<file path="config.mk">
export PLATFORM = sky130hd
export DESIGN_NAME = local_countdown_timer
export DESIGN_NICKNAME = d
export VERILOG_FILES = /design/src/rtl/lct_pkg.sv /design/src/rtl/lct_regs.sv /design/src/rtl/lct_prescaler.sv /design/src/rtl/lct_counter.sv /design/src/rtl/local_countdown_timer.sv
export SDC_FILE = /design/constraint.sdc
export NUM_CORES = 1
export LEC_CHECK = 0
export ABC_AREA = 1
export BUFFER_PORTS_ARGS = -buffer_cell sky130_fd_sc_hd__buf_2
export CAP_MARGIN = 20
export CELL_PAD_IN_SITES_DETAIL_PLACEMENT = 0
export CELL_PAD_IN_SITES_GLOBAL_PLACEMENT = 1
export CORE_MARGIN = 2
export CORE_UTILIZATION = 39
export CTS_BUF_LIST = sky130_fd_sc_hd__clkbuf_8
export DETAILED_ROUTE_END_ITERATION = 16
export GPL_TIMING_DRIVEN = 0
export PLACE_DENSITY_LB_ADDON = 0.08
export SYNTH_ARGS = -nofsm -noshare
export SYNTH_HDL_FRONTEND = slang
export SYNTH_HIERARCHICAL = 1
export SYNTH_SLANG_ARGS = --single-unit
</file>
<file path="constraint.sdc">
create_clock -name clk -period 3.05 [get_ports clk]
set_clock_uncertainty 0.1 [all_clocks]
set_input_delay 0.305 -clock clk [delete_from_list [all_inputs] [get_ports clk]]
set_output_delay 0.305 -clock clk [all_outputs]
set_load 0.02 [all_outputs]
</file>
<file path="src/rtl/lct_pkg.sv">
package lct_pkg;

   typedef enum logic [1:0] {
      MODE_ONESHOT  = 2'b00,
      MODE_PERIODIC = 2'b01,
      MODE_DEADLINE = 2'b10,
      MODE_RSVD     = 2'b11
   } tmode_e;

   typedef enum logic [1:0] {
      SEL_ENTRY = 2'd0,
      SEL_INIT  = 2'd1,
      SEL_DIV   = 2'd2,
      SEL_NONE  = 2'd3
   } wsel_e;

   localparam int ENTRY_MASK_BIT = 16;
   localparam int ENTRY_MODE_LO  = 17;
   localparam int ENTRY_MODE_HI  = 18;
   localparam int MAX_SHIFT      = 7;
   localparam int DIV_CODE_W     = 3;

   // divide code {b3,b1,b0}: 111 -> shift 0, otherwise code+1
   function automatic logic [DIV_CODE_W-1:0] code_to_shift(input logic [DIV_CODE_W-1:0] code);
      logic [DIV_CODE_W-1:0] s;
      if (code == {DIV_CODE_W{1'b1}}) s = '0;
      else                            s = code + 1'b1;
      return s;
   endfunction

endpackage

</file>
<file path="src/rtl/lct_regs.sv">
module lct_regs
   import lct_pkg::*;
#(
   parameter int CNT_W       = 32,
   parameter int VEC_W       = 8,
   parameter bit DEADLINE_OK = 1'b0
) (
   input  logic                  clk,
   input  logic                  rst_n,
   input  logic                  wr_en,
   input  logic [1:0]            wr_sel,
   input  logic [31:0]           wr_data,
   output logic [CNT_W-1:0]      init_q,
   output tmode_e                mode_q,
   output logic                  masked_q,
   output logic [VEC_W-1:0]      vector_q,
   output logic [DIV_CODE_W-1:0] div_code_q,
   output logic                  load_pulse,
   output logic [CNT_W-1:0]      load_value
);

   logic   wr_entry, wr_init, wr_div;
   tmode_e mode_next;

   assign wr_entry = wr_en && (wsel_e'(wr_sel) == SEL_ENTRY);
   assign wr_init  = wr_en && (wsel_e'(wr_sel) == SEL_INIT);
   assign wr_div   = wr_en && (wsel_e'(wr_sel) == SEL_DIV);

   generate
      if (DEADLINE_OK) begin : g_mode_full
         assign mode_next = tmode_e'(wr_data[ENTRY_MODE_HI:ENTRY_MODE_LO]);
      end else begin : g_mode_legacy
         // deadline bit is stripped when the mode is not supported
         assign mode_next = tmode_e'({1'b0, wr_data[ENTRY_MODE_LO]});
      end
   endgenerate

   // initial-count writes are dropped while deadline mode is selected
   assign load_pulse = wr_init && (mode_q != MODE_DEADLINE);
   assign load_value = wr_data[CNT_W-1:0];

   always_ff @(posedge clk) begin
      if (!rst_n) begin
         init_q     <= '0;
         mode_q     <= MODE_ONESHOT;
         masked_q   <= 1'b1;
         vector_q   <= '0;
         div_code_q <= '0;
      end else begin
         if (load_pulse) init_q <= load_value;
         if (wr_entry) begin
            mode_q   <= mode_next;
            masked_q <= wr_data[ENTRY_MASK_BIT];
            vector_q <= wr_data[VEC_W-1:0];
         end
         if (wr_div) div_code_q <= {wr_data[3], wr_data[1], wr_data[0]};
      end
   end

   generate
      if (!DEADLINE_OK) begin : g_chk_legacy
         AST_NO_DEADLINE_MODE: assert property (@(posedge clk) disable iff (!rst_n)
            wr_entry |=> (mode_q != MODE_DEADLINE));
      end
   endgenerate

   AST_INIT_HELD_WHEN_IDLE: assert property (@(posedge clk) disable iff (!rst_n)
      !wr_init |=> $stable(init_q));

endmodule

</file>
<file path="src/rtl/lct_prescaler.sv">
module lct_prescaler
   import lct_pkg::*;
#(
   parameter int PRE_W = MAX_SHIFT
) (
   input  logic                  clk,
   input  logic                  rst_n,
   input  logic                  run,
   input  logic                  restart,
   input  logic [DIV_CODE_W-1:0] div_code,
   output logic                  tick
);

   logic [PRE_W-1:0]      pre_q;
   logic [PRE_W-1:0]      limit;
   logic [DIV_CODE_W-1:0] shift;

   assign shift = code_to_shift(div_code);
   assign limit = ~({PRE_W{1'b1}} << shift);
   assign tick  = run && ((pre_q & limit) == limit);

   always_ff @(posedge clk) begin
      if (!rst_n)               pre_q <= '0;
      else if (restart || !run) pre_q <= '0;
      else if (tick)            pre_q <= '0;
      else                      pre_q <= pre_q + 1'b1;
   end

   AST_TICK_CLEARS_PHASE: assert property (@(posedge clk) disable iff (!rst_n)
      (tick && !restart) |=> (pre_q == '0));

endmodule

</file>
<file path="src/rtl/lct_counter.sv">
module lct_counter
   import lct_pkg::*;
#(
   parameter int CNT_W = 32,
   parameter int VEC_W = 8
) (
   input  logic             clk,
   input  logic             rst_n,
   input  logic             load,
   input  logic [CNT_W-1:0] load_value,
   input  logic             tick,
   input  tmode_e           mode,
   input  logic             masked,
   input  logic [VEC_W-1:0] vector,
   input  logic [CNT_W-1:0] init_value,
   output logic [CNT_W-1:0] cur_q,
   output logic             running_q,
   output logic             irq_q,
   output logic [VEC_W-1:0] irq_vec_q
);

   localparam logic [CNT_W-1:0] ONE = CNT_W'(1);

   logic expiry;
   assign expiry = !load && running_q && tick && (cur_q == ONE);

   always_ff @(posedge clk) begin
      if (!rst_n) begin
         cur_q     <= '0;
         running_q <= 1'b0;
      end else if (load) begin
         cur_q     <= load_value;
         running_q <= |load_value;
      end else if (expiry) begin
         if (mode == MODE_PERIODIC) begin
            cur_q     <= init_value;
            running_q <= |init_value;
         end else begin
            cur_q     <= '0;
            running_q <= 1'b0;
         end
      end else if (running_q && tick) begin
         cur_q <= cur_q - ONE;
      end
   end

   always_ff @(posedge clk) begin
      if (!rst_n) begin
         irq_q     <= 1'b0;
         irq_vec_q <= '0;
      end else begin
         irq_q <= expiry && !masked;
         if (expiry) irq_vec_q <= vector;
      end
   end

   AST_LOAD_COPIES: assert property (@(posedge clk) disable iff (!rst_n)
      load |=> (cur_q == $past(load_value)));
   AST_ONESHOT_STOPS: assert property (@(posedge clk) disable iff (!rst_n)
      (expiry && mode != MODE_PERIODIC) |=> (cur_q == '0 && !running_q));
   AST_PERIODIC_RELOAD: assert property (@(posedge clk) disable iff (!rst_n)
      (expiry && mode == MODE_PERIODIC) |=> (cur_q == $past(init_value)));
   AST_STEP_DOWN: assert property (@(posedge clk) disable iff (!rst_n)
      (!load && running_q && tick && cur_q > ONE) |=> (cur_q == $past(cur_q) - ONE));
   AST_ZERO_STOPS: assert property (@(posedge clk) disable iff (!rst_n)
      (load && load_value == '0) |=> (!running_q && !irq_q));

endmodule

</file>
<file path="src/rtl/local_countdown_timer.sv">
module local_countdown_timer
   import lct_pkg::*;
#(
   parameter int CNT_W       = 32,
   parameter int VEC_W       = 8,
   parameter bit DEADLINE_OK = 1'b0
) (
   input  logic        clk,
   input  logic        rst_n,
   input  logic        wr_en,
   input  logic [1:0]  wr_sel,
   input  logic [31:0] wr_data,
   output logic [31:0] cur_count,
   output logic [31:0] init_count,
   output logic [31:0] entry_word,
   output logic        irq_req,
   output logic [7:0]  irq_vec
);

   generate
      if (CNT_W < 2 || CNT_W > 32) begin : g_bad_cnt
         $error("CNT_W must lie in 2..32");
      end
      if (VEC_W < 1 || VEC_W > 8) begin : g_bad_vec
         $error("VEC_W must lie in 1..8");
      end
   endgenerate

   logic [CNT_W-1:0]      init_q, load_value, cur_q;
   tmode_e                mode_q;
   logic                  masked_q, load_pulse, tick, running_q, irq_q;
   logic [VEC_W-1:0]      vector_q, irq_vec_q;
   logic [DIV_CODE_W-1:0] div_code_q;

   lct_regs #(.CNT_W(CNT_W), .VEC_W(VEC_W), .DEADLINE_OK(DEADLINE_OK)) u_regs (
      .clk        (clk),
      .rst_n      (rst_n),
      .wr_en      (wr_en),
      .wr_sel     (wr_sel),
      .wr_data    (wr_data),
      .init_q     (init_q),
      .mode_q     (mode_q),
      .masked_q   (masked_q),
      .vector_q   (vector_q),
      .div_code_q (div_code_q),
      .load_pulse (load_pulse),
      .load_value (load_value)
   );

   lct_prescaler #(.PRE_W(MAX_SHIFT)) u_pre (
      .clk      (clk),
      .rst_n    (rst_n),
      .run      (running_q),
      .restart  (load_pulse),
      .div_code (div_code_q),
      .tick     (tick)
   );

   lct_counter #(.CNT_W(CNT_W), .VEC_W(VEC_W)) u_cnt (
      .clk        (clk),
      .rst_n      (rst_n),
      .load       (load_pulse),
      .load_value (load_value),
      .tick       (tick),
      .mode       (mode_q),
      .masked     (masked_q),
      .vector     (vector_q),
      .init_value (init_q),
      .cur_q      (cur_q),
      .running_q  (running_q),
      .irq_q      (irq_q),
      .irq_vec_q  (irq_vec_q)
   );

   always_comb begin
      entry_word = '0;
      entry_word[VEC_W-1:0]                   = vector_q;
      entry_word[ENTRY_MASK_BIT]              = masked_q;
      entry_word[ENTRY_MODE_HI:ENTRY_MODE_LO] = mode_q;
   end

   assign cur_count  = 32'(cur_q);
   assign init_count = 32'(init_q);
   assign irq_req    = irq_q;
   assign irq_vec    = 8'(irq_vec_q);

   AST_IRQ_NEEDS_TICK: assert property (@(posedge clk) disable iff (!rst_n)
      irq_req |-> $past(tick));
   AST_IRQ_UNMASKED: assert property (@(posedge clk) disable iff (!rst_n)
      irq_req |-> !$past(entry_word[ENTRY_MASK_BIT]));
   AST_DEADLINE_IGNORES_LOAD: assert property (@(posedge clk) disable iff (!rst_n)
      (wr_en && wr_sel == 2'd1 && entry_word[ENTRY_MODE_HI:ENTRY_MODE_LO] == 2'b10)
      |=> $stable(init_count));

endmodule

</file>
==> run_results.csv <==
group,metric,value,unit
run,cap_violations,0,
sta,worst_slack,156,ps
global_route,busiest_layer,"met2",
routing,firstDrtPassIters,5,
global_route,grtUsageMet1,0.370,
routing,via_count,6660,
sta,min_period_over_period,0.949,
global_route,grt_pass1_vias,6083,
sta,max_slew_margin,0.519,
yosys,netlist.area_leader.share,0.294,
global_route,met2_usage,0.383,
die,die_area,17500,µm²
global_route,grt_use_total,0.254,
layout,final_util,0.475,
hold_path,hp-class,"input port to flip-flop",
clock_tree,cts_max_path_buffers,2,
critical_path,ff2ff_setup_slack,160,ps
placed_design,dp_slack,132,ps
critical_path,rr_endpoint,"u_cnt/cur_q[29]",
critical_path,rr_worst_depth,18,
placed_design,postPlaceCellArea,7340,µm²
global_route,grt_pass1_wl,34200,µm
routing,wl,22400,µm
clock_tree,clkSinkCount,94,
yosys,synth_cell_type_count,35,
critical_path,worstReg2RegStart,"u_regs/div_code_q[0]",
sta,max_freq,345,MHz
layout,fill_cells,1758,
yosys,netlist_area,6400,µm²
routing,wl_per_cell,16.0,µm
die,initial_core_util,0.402,
power_and_ir_drop,p_comb_frac,0.278,
sta,worst_slew_pin_slew,722,ps
placed_design,port_buffers,119,
layout,layout.nets,1216,
die,core,15900,µm²
global_route,grt_antenna_before_repair,0,
placed_design,gp_congestion,0.922,
clock_tree,cts_tree,"yes",
power_and_ir_drop,p_sw,1.12,mW
layout,fin_area,7570,µm²
sta,finalHoldViolations,0,
run_status,status,"completed",
sta,slew_violations,0,
critical_path,crit_top_cell,"nand2_1",
critical_path,end_kind,"flip-flop",
yosys,synth_cells,1023,
critical_path,cp.required,3270,ps
clock_tree,cts-root-buf,"clkbuf_8",
power_and_ir_drop,fin_total_pwr,3.12,mW
sta,setup_viol,0,
yosys,ys_warn_count,6,
critical_path,cp_slowest_cell,"dfxtp_1",
power_and_ir_drop,peakVddDrop,0.000214,V
sta,whs,47.5,ps
placed_design,placedCellCount,1378,
critical_path,crit_start,"u_regs/div_code_q[0]",
routing,viasPerCell,4.77,
yosys,ys_ff_latch,94,
critical_path,critical_path.cell_chain,"ha_1 -> ha_1 -> nand2_1 -> nand2_1 -> nor2_1 -> nand2_1 -> nor2_2 -> nand2_2 -> inv_1 -> nand3_2 -> nor2_1 -> nand2_1 -> nor2_4 -> buf_6 -> nand4_1 -> nand2_1 -> nand2_1 -> a21oi_1",
yosys,yosysSeqAreaShare,0.294,
power_and_ir_drop,p_seq_frac,0.426,
layout,multiInputGateArea,3330,µm²
power_and_ir_drop,p_leak,3.96,nW
clock_tree,clock_latency,390,ps
routing,ant_nets,0,
power_and_ir_drop,p_int,2.00,mW
sta,layout_min_cycle_time,2890,ps
critical_path,cpPeakStageDelay,340,ps
yosys,synth_top_area_cell,"dfxtp_1",
clock_tree,clk_pin_slew,100,ps
routing,first_iter_violations,440,
global_route,overflow,0,
critical_path,critPathLaunchType,"flip-flop",
layout,regArea,1880,µm²
sta,fin_setup_tns,0,ps
critical_path,path_max_fanout,10,
critical_path,endpoint,"u_cnt/cur_q[29]",
power_and_ir_drop,power_density,412,nW/µm²
yosys,avgSynthCellArea,6.26,µm²
placed_design,dp_hpwl,17800,µm
die,die_width,132,µm
layout,fin_cells,1395,
die,rows,46,
layout,area_delta_synth_final,18.3,%
sta,rsz0062_at_grt,"no",
critical_path,worst_ep_arrival_time,3120,ps
layout,drive_above_1_share,0.237,
global_route,grt_max_degree,16,
global_route,globalRouteMet3Util,0.0434,
routing,drcViolationCount,0,
yosys,synth.top_cells.by_area,"dfxtp_1 29%, nand2_1 12%, nor2_1 11%",
layout,antennaDiodeCount,0,
die,die_h,132,µm
power_and_ir_drop,p_sw_frac,0.360,
power_and_ir_drop,clockPowerShare,0.295,
critical_path,worstSetupPathType,"flip-flop to flip-flop",
clock_tree,htree_levels,3,
die,ios,142,
clock_tree,cts_buffers,9,
-- power groups by stage --
stage / sequential (mW) / clock [mW] / combinational (mW)
global route: 1.34 / 0.988 / 0.960
floorplan: 1.39 / 0 / 0.567
finish: 1.33 / 0.921 / 0.868
CTS: 1.33 / 0.937 / 0.856
global placement: 1.36 / 0 / 0.851
detailed placement: 1.36 / 0 / 0.850
-- worst max-delay path, delay by kind of cell (launching register included) --
kind,cells,cell delay (ps)
AND/OR/NAND/NOR,13,1460
adder cells (fa/ha/maj),2,510
AO/OA/AOI/OAI,1,120
buffers and inverters,2,280
flip-flops,1,340
-- logic make-up after synthesis --
logic type / Yosys count / synth area share
AOI/OAI and AO/OA: 106 / 0.108
xor gates and xnor gates: 19 / 0.0260
adders and majority gates: 5 / 0.00977
buffers and inverters: 268 / 0.200
DFF: 94 / 0.294
other: 2 / 0.00117
and+or+nand+nor: 529 / 0.362
-- Yosys cell counts (all sizes together) --
| master | instances |
|---|---|
| ha | 5 |
| nor3 | 5 |
| buf | 79 |
| clkbuf | 14 |
| a21oi | 44 |
| nor4 | 6 |
| o21ai | 24 |
| dfxtp | 94 |
| or2 | 1 |
| o211ai | 12 |
| conb | 2 |
| xnor2 | 2 |
| nand3b | 1 |
| nand2 | 217 |
| xor2 | 17 |
| nor2 | 213 |
| nand4 | 31 |
| clkinv | 2 |
| inv | 173 |
| nand3 | 55 |
| o22ai | 26 |
-- routing by layer --
layer | wire length [µm] | vias to the layer above
met1 | 10800 | 3018
met5 | 0 | -
met2 | 9730 | 232
met3 | 1440 | 23
li1 | - | 3387
met4 | 382 | 0
-- sequential cells by signal, summed over array words and instances, names as in the netlist --
register           flops
u_regs/vector_q        8
u_cnt/irq_q            1
u_cnt/running_q        1
u_regs/init_q         32
u_regs/masked_q        1
u_pre/pre_q            7
u_regs/mode_q          1
u_cnt/cur_q           32
u_regs/div_code_q      3
u_cnt/irq_vec_q        8
-- cell type report --
type,instances,area share
Clock inverter,5,0.00760
Inverter,175,0.0872
Multi-Input combinational cell,681,0.439
Sequential cell,94,0.248
Timing Repair Buffer,121,0.0806
Tap cell,216,0.0357
Clock buffer,11,0.0200
Buffer,92,0.0814
-- what timing repair did --
| action | in CTS | in global routing |
|---|---|---|
| endpoints found under the setup margin | 0 | 5 |
| hold buffers | 0 | 0 |
| resized for setup | 0 | 4 |
| setup buffers | 0 | 2 |
-- how the worst min path moves through the flow --
| stage | startpoint | to | depth (start not counted) | slack [ps] |
|---|---|---|---|---|
| after floorplan | u_regs/masked_q | u_cnt/irq_q | 1 | 320 |
| after global placement | u_pre/pre_q[0] | u_pre/pre_q[0] | 1 | 350 |
| after detailed placement | u_cnt/irq_vec_q[4] | u_cnt/irq_vec_q[4] | 2 | 370 |
| after CTS | wr_data[20] | u_regs/init_q[20] | 3 | 40 |
| after global routing | wr_data[20] | u_regs/init_q[20] | 3 | 60 |
| final | wr_data[20] | u_regs/init_q[20] | 3 | 50 |
-- cell usage in the layout (no fill, tap or decap), drive strengths merged, types with 6 or more instances in the layout --
| master | instances |
|---|---|
| conb | 22 |
| nor2 | 213 |
| xor2 | 17 |
| nand2 | 217 |
| o211ai | 12 |
| nor4 | 6 |
| clkbuf | 26 |
| buf | 198 |
| nand3 | 55 |
| dfxtp | 94 |
| o22ai | 26 |
| inv | 175 |
| nand4 | 31 |
| o21ai | 24 |
| a21oi | 44 |
(Power assumes the default switching activity.)
